File: src/rtl/cmdr_pkg.sv
package cmdr_pkg;
  localparam int STAT_CNT_W      = 12;
  localparam int STAT_BUSY_BIT   = 16;
  localparam int STAT_ACTIVE_BIT = 31;
  localparam int WPTR_DONE_BIT   = 31;
  localparam int WORD_W          = 32;
endpackage

File: src/rtl/cmdr_fifo.sv
module cmdr_fifo #(
  parameter int DW    = 32,
  parameter int DEPTH = 16,
  localparam int AW   = (DEPTH > 1) ? $clog2(DEPTH) : 1,
  localparam int CW   = $clog2(DEPTH + 1)
) (
  input  logic          clk,
  input  logic          rst,
  input  logic          push,
  input  logic [DW-1:0] push_data,
  input  logic          pop,
  output logic [DW-1:0] head,
  output logic [CW-1:0] count,
  output logic          empty
);
  logic [DW-1:0] store [DEPTH];
  logic [AW-1:0] wr_idx, rd_idx;
  logic          do_pop;

  assign empty  = (count == '0);
  assign do_pop = pop && !empty;
  assign head   = store[rd_idx];

  function automatic logic [AW-1:0] step(input logic [AW-1:0] idx);
    if (idx == AW'(DEPTH - 1)) return '0;
    return idx + 1'b1;
  endfunction

  always_ff @(posedge clk) begin
    if (push) store[wr_idx] <= push_data;
  end

  always_ff @(posedge clk) begin
    if (rst) begin
      wr_idx <= '0;
      rd_idx <= '0;
      count  <= '0;
    end else begin
      if (push)   wr_idx <= step(wr_idx);
      if (do_pop) rd_idx <= step(rd_idx);
      case ({push, do_pop})
        2'b10:   count <= count + 1'b1;
        2'b01:   count <= count - 1'b1;
        default: count <= count;
      endcase
    end
  end
endmodule

File: src/rtl/cmdr_fetch_ctl.sv
module cmdr_fetch_ctl #(
  parameter int RING_AW = 8,
  parameter int DEPTH   = 16,
  localparam int CW     = $clog2(DEPTH + 1)
) (
  input  logic               clk,
  input  logic               rst,
  input  logic               wptr_we,
  input  logic [31:0]        wptr_wdata,
  input  logic [CW-1:0]      fifo_count,
  output logic [RING_AW-1:0] rptr,
  output logic [RING_AW-1:0] wptr,
  output logic               done,
  output logic               rd_en,
  output logic [RING_AW-1:0] rd_addr,
  output logic               inflight
);
  import cmdr_pkg::*;

  localparam logic [CW:0] DEPTH_V = (CW + 1)'(DEPTH);

  logic [CW:0] committed;
  logic        pending;

  assign pending   = (rptr != wptr);
  assign committed = {1'b0, fifo_count} + {{CW{1'b0}}, inflight};
  assign rd_en     = pending && (committed < DEPTH_V);
  assign rd_addr   = rptr;

  always_ff @(posedge clk) begin
    if (rst) begin
      wptr <= '0;
      done <= 1'b0;
    end else if (wptr_we) begin
      wptr <= wptr_wdata[RING_AW-1:0];
      done <= wptr_wdata[WPTR_DONE_BIT];
    end
  end

  always_ff @(posedge clk) begin
    if (rst) begin
      rptr     <= '0;
      inflight <= 1'b0;
    end else begin
      inflight <= rd_en;
      if (rd_en) rptr <= rptr + 1'b1;
    end
  end
endmodule

File: src/rtl/cmdr_status.sv
module cmdr_status #(
  parameter int RING_AW = 8,
  parameter int CW      = 5
) (
  input  logic [RING_AW-1:0] rptr,
  input  logic [RING_AW-1:0] wptr,
  input  logic [CW-1:0]      fifo_count,
  output logic [31:0]        status,
  output logic [RING_AW:0]   free_words
);
  import cmdr_pkg::*;

  localparam logic [RING_AW:0] RING_WORDS = {1'b1, {RING_AW{1'b0}}};

  logic [RING_AW-1:0]    diff;
  logic [STAT_CNT_W-1:0] cnt_field;

  generate
    if (CW <= STAT_CNT_W) begin : g_cnt_ext
      assign cnt_field = STAT_CNT_W'(fifo_count);
    end else begin : g_cnt_sat
      assign cnt_field = (fifo_count > CW'({STAT_CNT_W{1'b1}})) ?
                         {STAT_CNT_W{1'b1}} : fifo_count[STAT_CNT_W-1:0];
    end
  endgenerate

  assign diff       = rptr - wptr;
  assign free_words = (diff == '0) ? RING_WORDS : {1'b0, diff};

  always_comb begin
    status                    = '0;
    status[STAT_CNT_W-1:0]    = cnt_field;
    status[STAT_BUSY_BIT]     = (rptr != wptr) || (fifo_count != '0);
    status[STAT_ACTIVE_BIT]   = (rptr != wptr);
  end
endmodule

File: src/rtl/cmd_ring_fetch.sv
module cmd_ring_fetch #(
  parameter int RING_AW    = 8,
  parameter int FIFO_DEPTH = 16
) (
  input  logic               clk,
  input  logic               rst,
  input  logic               wptr_we,
  input  logic [31:0]        wptr_wdata,
  output logic [RING_AW-1:0] rptr_o,
  output logic [RING_AW-1:0] wptr_o,
  output logic               done_o,
  output logic [31:0]        status_o,
  output logic [RING_AW:0]   free_words_o,
  output logic               mem_rd_en_o,
  output logic [RING_AW-1:0] mem_addr_o,
  input  logic [31:0]        mem_rdata_i,
  output logic               cmd_valid_o,
  input  logic               cmd_ready_i,
  output logic [31:0]        cmd_data_o
);
  import cmdr_pkg::*;

  localparam int CW = $clog2(FIFO_DEPTH + 1);

  logic [CW-1:0] fifo_count;
  logic          fifo_empty;
  logic          inflight;

  cmdr_fetch_ctl #(.RING_AW(RING_AW), .DEPTH(FIFO_DEPTH)) u_ctl (
    .clk        (clk),
    .rst        (rst),
    .wptr_we    (wptr_we),
    .wptr_wdata (wptr_wdata),
    .fifo_count (fifo_count),
    .rptr       (rptr_o),
    .wptr       (wptr_o),
    .done       (done_o),
    .rd_en      (mem_rd_en_o),
    .rd_addr    (mem_addr_o),
    .inflight   (inflight)
  );

  cmdr_fifo #(.DW(WORD_W), .DEPTH(FIFO_DEPTH)) u_fifo (
    .clk       (clk),
    .rst       (rst),
    .push      (inflight),
    .push_data (mem_rdata_i),
    .pop       (cmd_ready_i),
    .head      (cmd_data_o),
    .count     (fifo_count),
    .empty     (fifo_empty)
  );

  assign cmd_valid_o = !fifo_empty;

  cmdr_status #(.RING_AW(RING_AW), .CW(CW)) u_stat (
    .rptr       (rptr_o),
    .wptr       (wptr_o),
    .fifo_count (fifo_count),
    .status     (status_o),
    .free_words (free_words_o)
  );
endmodule

File: config.mk
export PLATFORM = sky130hd
export DESIGN_NAME = cmd_ring_fetch
export DESIGN_NICKNAME = d
export VERILOG_FILES = /design/src/rtl/cmdr_pkg.sv /design/src/rtl/cmdr_fifo.sv /design/src/rtl/cmdr_fetch_ctl.sv /design/src/rtl/cmdr_status.sv /design/src/rtl/cmd_ring_fetch.sv
export SDC_FILE = /design/constraint.sdc
export NUM_CORES = 1
export LEC_CHECK = 0
export BUFFER_PORTS_ARGS = -buffer_cell sky130_fd_sc_hd__buf_2
export CAP_MARGIN = 20
export CORE_MARGIN = 1
export CORE_UTILIZATION = 49
export DETAILED_ROUTE_END_ITERATION = 7
export PLACE_DENSITY_LB_ADDON = 0.25
export SYNTH_ARGS = -nofsm -noshare
export SYNTH_HDL_FRONTEND = slang
export SYNTH_SLANG_ARGS = --single-unit
File: constraint.sdc
create_clock -name clk -period 4.68 [get_ports clk]
set_input_delay 0.234 -clock clk [delete_from_list [all_inputs] [get_ports clk]]
set_output_delay 0.234 -clock clk [all_outputs]
set_load 0.02 [all_outputs]
# Word-level counts from Yosys, hierarchy flattened
# Memory sizes are Yosys's and may differ from the RTL's. A register that Yosys moved wholly into a read port is not among the register bits.
# Index checks and enable logic that the tools add are counted.
# word_totals
input_bits,68
mem_count,1
out_inout_bits,100
ram_bits,512
register_bits,31
word_cells,45
# mem_list
name,depth,word_bits,rd,rd_clocked_by_memory_dff,write_ports,line_no,text
u_fifo.store,16,32,1,1,1,cmdr_fifo.sv:16,logic [DW-1:0] store [DEPTH];
# classes
addsub,7
muxes,16
eq_ne,5
order_cmp,1
n_reduce_logical,8
# ops
cell,count
$mux 4,6
$pmux 5 s2,1
$mux 9,1
$add 4x1->4 const B,2
$add 8x1->8 const B,1
$eq 4x4->1 const B,2
$logic_not 8->1,1
$mux 1,8
$ne 8x8->1,1
$sub 8x8->8,1
$add 5x1->6,1
$lt 6x5->1 const B,1
$add 5x1->5 const B,1
$logic_not 5->1,1
$reduce_bool 5->1,1
$sub 5x1->5 const B,1
$eq 2x1->1 const B,1
$eq 2x2->1 const B,1
$logic_and 1x1->1,2
$reduce_bool 2->1,1
$logic_not 1->1,1
$logic_or 1x1->1,1

# Logic depth before layout (Yosys ltp)
# depth
depth_word,8
mapped_depth,13
depth_no_buf,12

# Hierarchy
# Synthesis repeated with hierarchy kept, for this count alone.
# unflattened
cells_unflattened,1083
area_unflattened_um2,21638.3
# by_module_without_submodules
mod,instances,cells_per_inst,seq_area_each_um2,area_per_inst_um2
cmdr_fifo,1,897,15715.1,20075.5
cmdr_fetch_ctl,1,93,360.3,872.1
cmdr_status,1,92,0.0,686.9
cmd_ring_fetch,1,1,0.0,3.8

# Worst setup path before layout
# OpenSTA, ideal clock, no wires.
# synth_path
kind,reg-to-reg
from,reg u_fifo.count[1]
to,reg u_fifo.count[4]
arrival_time_ns,2.990
required_time_ns,4.559
setup_time_ns,0.121
path_buffers,1
synth_period_minus_slack_ns,3.111
path_stages_with_launch,13
slack_ns,1.569
cell_sequence,dfxtp_1 or3_1 or3_1 nand2_1 inv_2 ha_1 clkbuf_1 xor2_1 ha_1 a21oi_1 a32oi_1 a21oi_1 mux2_2
# synth_via
elab_chain_len,5
word_cells_on_any_way,9
classes_between,2 x add/sub; 2 x eq/ne; 1 x mux; 4 x reduce/logical
# synth_rtl
item,line_no,text
from (decl),cmdr_fifo.sv:13,"output logic [CW-1:0] count,"
from (signal assigned),cmdr_fifo.sv:42,2'b10: count <= count + 1'b1;
from (signal assigned),cmdr_fifo.sv:43,2'b01: count <= count - 1'b1;
from (signal assigned),cmdr_fifo.sv:44,default: count <= count;
$logic_not 5->1 (*),cmdr_fifo.sv:20,assign empty = (count == '0);
$logic_not 1->1 (*),-,
net cmd_valid_o,cmd_ring_fetch.sv:17,"output logic cmd_valid_o,"
$logic_and 1x1->1 (*),cmdr_fifo.sv:21,assign do_pop = pop && !empty;
$eq 2x1->1 or $eq 2x2->1 (tied branches),cmdr_fifo.sv:41,"case ({push, do_pop})"
$pmux 5 s2 or $reduce_bool 2->1 (tied branches),-,
# Mark *: on every way through the listed nets, which the timed path passes. The rest lies on a longest branch.
# A chain may end at the register's enable or synchronous reset.

==> impl_metrics.csv <==
group,metric,value,unit
routing,drt-wirelength-per-cell,24.65,um
layout,area_growth,13.80,%
floorplan,fp-row-count,76,
critical_path,cp.arrival,3.24,ns
sta,tightestPinTransition,1.030,ns
logic_synthesis,postSynthAreaPerCell,21.91,um^2
routing,wl,43930,um
sta,hold_ws,0.02647,ns
layout,num-fill-cells,3197,
critical_path,critPathKind,"register to primary output",
sta,min_period,3.476,ns
logic_synthesis,synthCells,987,
floorplan,die_h,212.1,um
place,place_area,22770,um^2
global_routing,grt_pass1_wl,64870,um
layout,diodes,0,
clock_network,cts.sinks,547,
critical_path,reg2reg_slack,1.62,ns
layout,fin_nets,1241,
global_routing,antenna_found_initial,1,
sta,max-slew-margin-rel,31.36,%
logic_synthesis,synth_area,21630,um^2
floorplan,dieArea,44980,um^2
layout,stdcell_area,24610,um^2
routing,ant_nets,0,
place,dp_hpwl,23590,um
critical_path,r2r-end,"u_fifo.count[4]",
flow_run,cap_violations,0,
critical_path,endpoint_kind,"primary output",
worst_hold_path,min-delay-start,"mem_rdata_i[31]",
place,io_buffers,119,
routing,drc,0,
sta,slew_viol_final,0,
logic_synthesis,yosys_warnings,0,
clock_network,htreeDepth,2,
layout,layout_common_cells,"edfxtp_1 (512), mux4_2 (136), buf_2 (119)",
critical_path,required,4.45,ns
floorplan,pin_count,168,
sta,fmax,0.2877,GHz
floorplan,core_area,43270,um^2
layout,final_common_cell,"edfxtp_1",
sta,skew,0.01548,ns
global_routing,overflow,0,
routing,drtIter0Drc,857,
critical_path,startpoint_type,"register",
logic_synthesis,ys.flop_type,"edfxtp_1",
worst_hold_path,hp-class,"primary input to register",
clock_network,clk_pin_slew,0.06,ns
clock_network,cts_root_buffer,"clkbuf_16",
sta,setup_viol,0,
global_routing,groute.usage.overall,20.13,%
critical_path,rr_startpoint,"u_fifo.count[1]",
layout,stdcell_count,1782,
logic_synthesis,synth-edff-count,512,
logic_synthesis,yosysSeqAreaShare,74.33,%
clock_network,cts_made_buffers,54,
floorplan,die_w,212.1,um
clock_network,clk_latency,0.58,ns
global_routing,grt_max_degree,57,
clock_network,ctsResizeCount,0,
logic_synthesis,ys_seq_elements,547,
routing,drtPass1Iterations,5,
routing,drt-vias-per-instance,5.681,
layout,final_layout_size_suffix_gt1_share,31.33,%
power,powerDensity,518.2,nW/um^2
power,leakage,8.061,nW
routing,vias,10120,
sta,setup_tns,0,ns
place,place_congestion,0.7571,
logic_synthesis,synthArstFlopShare,0,%
outcome,status,"completed",
sta,timing.final.hold_violations,0,
place,post-place-cells,1664,
clock_network,cts_tree,"yes",
floorplan,start_util,49.99,%
clock_network,clk_path_buf_depth,3,
critical_path,ff2ff_path_depth,11,
sta,rsz0062_at_grt,"no",
logic_synthesis,synth.distinct_cells,48,
global_routing,grt_pass1_vias,10320,
sta,finalCritPeriodShare,74.27,%
critical_path,cp_max_fo,33,
critical_path,crit_end,"cmd_data_o[15]",
power,total_power,0.01275,W
power,ir_worst_vdd,0.5602,mV
==> cell families after synthesis <==
kind of cell | synth area share [%]
other | 0.01734
multiplexers | 17.74
buffers and inverters | 2.794
XOR/XNOR | 0.7694
AND/OR/NAND/NOR | 2.383
flip-flops | 74.33
adder cells (fa/ha/maj) | 1.018
AO/OA/AOI/OAI | 0.9546
==> stage by stage <==
step | setup WS (ns) | utilization (%)
3_5_place_dp | 1.631 | 52.62
6_report | 1.204 | 56.89
5_1_grt | 1.022 | 56.89
3_3_place_gp | 1.647 | 52.62
4_1_cts | 1.104 | 56.89
2_1_floorplan | 1.569 | -
==> registers in the layout, summed over array words and instances, names as in the netlist, named ones only <==
signal	flops
u_ctl.done	1
u_ctl.inflight	1
u_ctl.rd_addr	8
u_ctl.wptr	8
u_fifo.count	5
u_fifo.rd_idx	4
u_fifo.store	512
u_fifo.wr_idx	4
==> worst min path at each step <==
stage	endpoint	slack (ns)	cells after the start
6_report	u_fifo.store[0][31]	0.03	1
5_1_grt	u_fifo.store[2][30]	0.01	1
4_1_cts	u_fifo.store[7][15]	0.0008	1
3_5_place_dp	register	0.47	2
3_3_place_gp	u_ctl.done	0.47	3
2_1_floorplan	u_fifo.store[0][0]	0.33	0
==> per-layer routing <==
metal  global-route usage [%]  share of wire [%]  vias up
li1                         -                  -     4385
met1                    27.95                 42     5329
met2                    32.83                 50      320
met3                    3.456                5.4       88
met4                    6.197                2.6        2
met5                        0              0.030        -
==> synthesized netlist by cell type, drive strengths merged, types with 3 or more instances <==
| master | count | area [um^2] |
|---|---|---|
| xnor2 | 7 | 61.31 |
| or3 | 3 | 18.77 |
| and2 | 19 | 118.9 |
| ha | 16 | 200.2 |
| inv | 21 | 78.82 |
| nand2 | 15 | 56.30 |
| nor2 | 30 | 112.6 |
| nand3 | 7 | 35.03 |
| nor3 | 3 | 15.01 |
| nand4 | 4 | 25.02 |
| mux2i | 12 | 120.1 |
| clkbuf | 14 | 52.55 |
| edfxtp | 512 | 15370 |
| dfxtp | 35 | 700.7 |
| or2 | 3 | 18.77 |
| mux4 | 160 | 3694 |
| buf | 61 | 472.9 |
| xor2 | 12 | 105.1 |
| nor2b | 4 | 25.02 |
| a21oi | 12 | 60.06 |
| o21ai | 8 | 40.04 |
==> where the power goes <==
part	switching (W)	leakage (nW)	internal, W
clock network	0.00175	0.802	0.00230
logic	0.00146	2.35	0.00140
registers	0.000233	4.91	0.00561
==> cell type report <==
type                    count  area, um^2  area share, %
flip-flops and latches    547       16090          65.35
multi-input cells         368        5059          20.55
clock buffers              66        1418          5.760
repair buffers            164        1023          4.158
well taps                 585       732.0          2.974
clock inverters            31       216.5         0.8795
inverters                  21       78.83         0.3203
==> critical path, stage by stage, from the launching register on <==
cell and delay, ns:
dfxtp_4 0.82, buf_4 0.50, mux4_1 0.62, mux4_2 0.51
buf_2 0.18
==> timing repair <==
item,in CTS,in global routing
endpoints found under the hold margin,101,0
hold buffers,21,0
buffers inserted,0,0
Note: power is estimated with default switching activity, not from simulation.
